### config.mk
export PLATFORM = sky130hd
export DESIGN_NAME = fwd_unit
export DESIGN_NICKNAME = d
export VERILOG_FILES = /design/src/rtl/fwd_pkg.sv /design/src/rtl/fwd_match.sv /design/src/rtl/fwd_operand_sel.sv /design/src/rtl/fwd_unit.sv
export SDC_FILE = /design/constraint.sdc
export NUM_CORES = 1
export LEC_CHECK = 0
export BUFFER_PORTS_ARGS = -buffer_cell sky130_fd_sc_hd__buf_2
export CAP_MARGIN = 20
export CORE_AREA = 2 2 39 41
export DETAILED_ROUTE_END_ITERATION = 16
export DIE_AREA = 0 0 41 43
export RECOVER_POWER = 50
export SYNTH_ARGS = -nofsm -noshare
export SYNTH_HDL_FRONTEND = slang
export SYNTH_SLANG_ARGS = --single-unit
export TNS_END_PERCENT = 100
### constraint.sdc
create_clock -name vclk -period 1.15
set_input_delay 0.115 -clock vclk [all_inputs]
set_output_delay 0.115 -clock vclk [all_outputs]
set_load 0.02 [all_outputs]
### src/rtl/fwd_pkg.sv
package fwd_pkg;
  typedef enum logic [1:0] {
    SEL_RF  = 2'b00,
    SEL_WB  = 2'b01,
    SEL_MEM = 2'b10
  } fwd_sel_e;

  // the newer stage wins; the older one is used only when the newer misses
  function automatic fwd_sel_e pick_source(input logic mem_hit, input logic wb_hit);
    if (mem_hit)     return SEL_MEM;
    else if (wb_hit) return SEL_WB;
    else             return SEL_RF;
  endfunction
endpackage

### src/rtl/fwd_match.sv
module fwd_match #(
  parameter int REG_ADDR_W = 5
) (
  input  logic [REG_ADDR_W-1:0] src,
  input  logic [REG_ADDR_W-1:0] dst,
  input  logic                  wen,
  output logic                  hit
);
  localparam logic [REG_ADDR_W-1:0] ZERO_REG = '0;

  function automatic logic producer_hit(input logic [REG_ADDR_W-1:0] s,
                                        input logic [REG_ADDR_W-1:0] d,
                                        input logic we);
    return we && (d != ZERO_REG) && (d == s);
  endfunction

  assign hit = producer_hit(src, dst, wen);
endmodule

### src/rtl/fwd_operand_sel.sv
module fwd_operand_sel #(
  parameter int REG_ADDR_W = 5
) (
  input  logic [REG_ADDR_W-1:0] src,
  input  logic [REG_ADDR_W-1:0] mem_dst,
  input  logic                  mem_wen,
  input  logic [REG_ADDR_W-1:0] wb_dst,
  input  logic                  wb_wen,
  output logic                  mem_hit,
  output logic                  wb_hit,
  output logic [1:0]            sel
);
  import fwd_pkg::*;

  fwd_match #(.REG_ADDR_W(REG_ADDR_W)) u_mem_cmp (
    .src(src), .dst(mem_dst), .wen(mem_wen), .hit(mem_hit)
  );

  fwd_match #(.REG_ADDR_W(REG_ADDR_W)) u_wb_cmp (
    .src(src), .dst(wb_dst), .wen(wb_wen), .hit(wb_hit)
  );

  fwd_sel_e choice;
  always_comb choice = pick_source(mem_hit, wb_hit);
  assign sel = choice;
endmodule

### src/rtl/fwd_unit.sv
module fwd_unit #(
  parameter int REG_ADDR_W = 5
) (
  input  logic [REG_ADDR_W-1:0] ex_src_a,
  input  logic [REG_ADDR_W-1:0] ex_src_b,
  input  logic [REG_ADDR_W-1:0] mem_dst,
  input  logic                  mem_wen,
  input  logic [REG_ADDR_W-1:0] wb_dst,
  input  logic                  wb_wen,
  output logic [1:0]            sel_a,
  output logic [1:0]            sel_b
);
  localparam int N_OPS = 2;

  logic [REG_ADDR_W-1:0] op_src [N_OPS];
  logic [1:0]            op_sel [N_OPS];
  // per-operand match events, named for observation
  logic [N_OPS-1:0]      mem_hit_vec;
  logic [N_OPS-1:0]      wb_hit_vec;

  assign op_src[0] = ex_src_a;
  assign op_src[1] = ex_src_b;

  for (genvar g = 0; g < N_OPS; g++) begin : g_op
    fwd_operand_sel #(.REG_ADDR_W(REG_ADDR_W)) u_sel (
      .src     (op_src[g]),
      .mem_dst (mem_dst),
      .mem_wen (mem_wen),
      .wb_dst  (wb_dst),
      .wb_wen  (wb_wen),
      .mem_hit (mem_hit_vec[g]),
      .wb_hit  (wb_hit_vec[g]),
      .sel     (op_sel[g])
    );
  end

  assign sel_a = op_sel[0];
  assign sel_b = op_sel[1];
endmodule

==> out/qor.yml <==
avgRoutedWirePerCell_um: 10.2
drive_gt1_frac: 0.616
regArea_um2: 0
relSlewSlack: 0.742
syn_area_um2: 285
syn_avg_cell_area_um2: 7.92
syn2layout_area_growth_pct: 104
cp_cell_sequence: "buf_2 -> or4_4 -> o21ai_4 -> nor4_2 -> nor4_4 -> buf_4"
drtPass1Iterations: 2
clock_buffers: 0
finalHoldViolCount: 0
p_per_area_nw_per_um2: 351
antenna_found_initial: 0
dr_total_vias: 375
grt_pass1_wl_um: 1520
die_height_um: 43
postCtsHoldBufs: 0
num_rows: 14
dp_slack_ns: -0.438
start_util: 0.206
synthDistinctLibCells: 11
dpl_cell_area_um2: 548
place_inst: 89
route.detailed.drc: 0
path_class: "input pin to primary output"
ant_nets: 0
worstSetupEndpointType: "primary output"
period_minus_slack_ns: 1.50
final_area_um2: 582
slowest_delay_ns: 0.52
whs_ns: 0.621
cp_slowest_cell: "or4_4"
port_buffers: 26
violations: "setup timing"
grt_setup_unrepaired: "true"
worst_slack_ns: -0.352
fin_util: 0.420
viasPerCell: 4.21
place.gp.congestion: 0.787
fin_crit_sh: 1.31
yosysWarnings: 0
seq_cell_count: 0
syn_inst: 36
setup_tns_ns: -0.973
critPathRequiredTime_ns: 1.03
die_w_um: 41
syn_nets: 58
p_leak_nw: 0.246
dieArea_um2: 1760
hp-class: "input pin to primary output"
drtIter0Drc: 1
outcome: "finished with violations"
seq_area_frac_synth: 0
fin_cells: 89
fmax_mhz: 666
drv_cap: 0
grt_pass1_vias: 397
diodes: 0
worst_slew_pin_slew_ns: 0.384
worstPathMaxFanout: 2
fillCellCount: 144
fin_nets: 97
grt_max_degree: 4
cp.arrival_ns: 1.39
slew_violations: 0
grt-ovfl-total: 0
cp-start-kind: "input pin"
cts_setup_buffers: 0
ir_worst_vdd_uv: 134
num_io_pins: 26
power_mw: 0.204
drt_wl_total_um: 905
core_um2: 1380
finalSetupViolations: 4
grt.total_usage: 0.120
metal layers:
| metal | up-vias | global-route usage | routed length, um |
|---|---|---|---|
| li1 | 200 | - | - |
| met1 | 164 | 0.139 | 329 |
| met2 | 11 | 0.238 | 522 |
| met3 | 0 | 0 | 54 |
| met4 | 0 | 0 | 0 |
| met5 | - | 0 | 0 |
cell type report:
type / instances / area [um^2] / area share
tap: 16 / 20.0 / 0.0344
multi-input combinational: 34 / 320 / 0.551
timing repair buffer: 39 / 241 / 0.415
cells in the mapped netlist:
library cell,instances,area [um^2]
o21ai_2,1,8.76
nor4_1,2,12.5
nor2_1,1,3.75
nand4_1,2,12.5
nand2_1,2,7.51
nand3_1,2,10.0
xor2_1,4,35.0
or4_1,2,15.0
buf_4,2,15.0
nor4_2,2,25.0
xnor2_1,16,140
cells in the final DEF, fill, tap and decap left out, drive strengths merged:
master   n
buf     39
nand2    2
nand3    2
nand4    2
nor2     1
nor4     4
o21ai    1
or4      2
xnor2   16
xor2     4
report_power, final:
group          internal (mW)  switching, mW  total [mW]
sequential                 0              0           0
clock                      0              0           0
combinational          0.112         0.0923       0.204
worst max-delay path: cells and delay by family:
family | cells | cell delay, ns
buffers and inverters | 2 | 0.28
AOI/OAI and AO/OA | 1 | 0.18
and+or+nand+nor | 3 | 0.81
repair_timing:
action                                  CTS  global route
pin swaps                                 1             0
endpoints found under the hold margin     0             0
endpoints found under the setup margin    4             4
gates resized for setup                   4             3
logic make-up (layout without fill, tap and decap cells):
kind of cell,Yosys count,count (layout),synth area share
xor+xnor,20,20,0.614
simple gates,13,13,0.303
buf+inv,2,39,0.0526
compound gates,1,1,0.0307
final timing paths:
check,from,to,depth (start not counted)
max,mem_dst[4],sel_a[0],6
min,mem_wen,sel_b[1],4
Note: power is estimated with default switching activity, not from simulation.
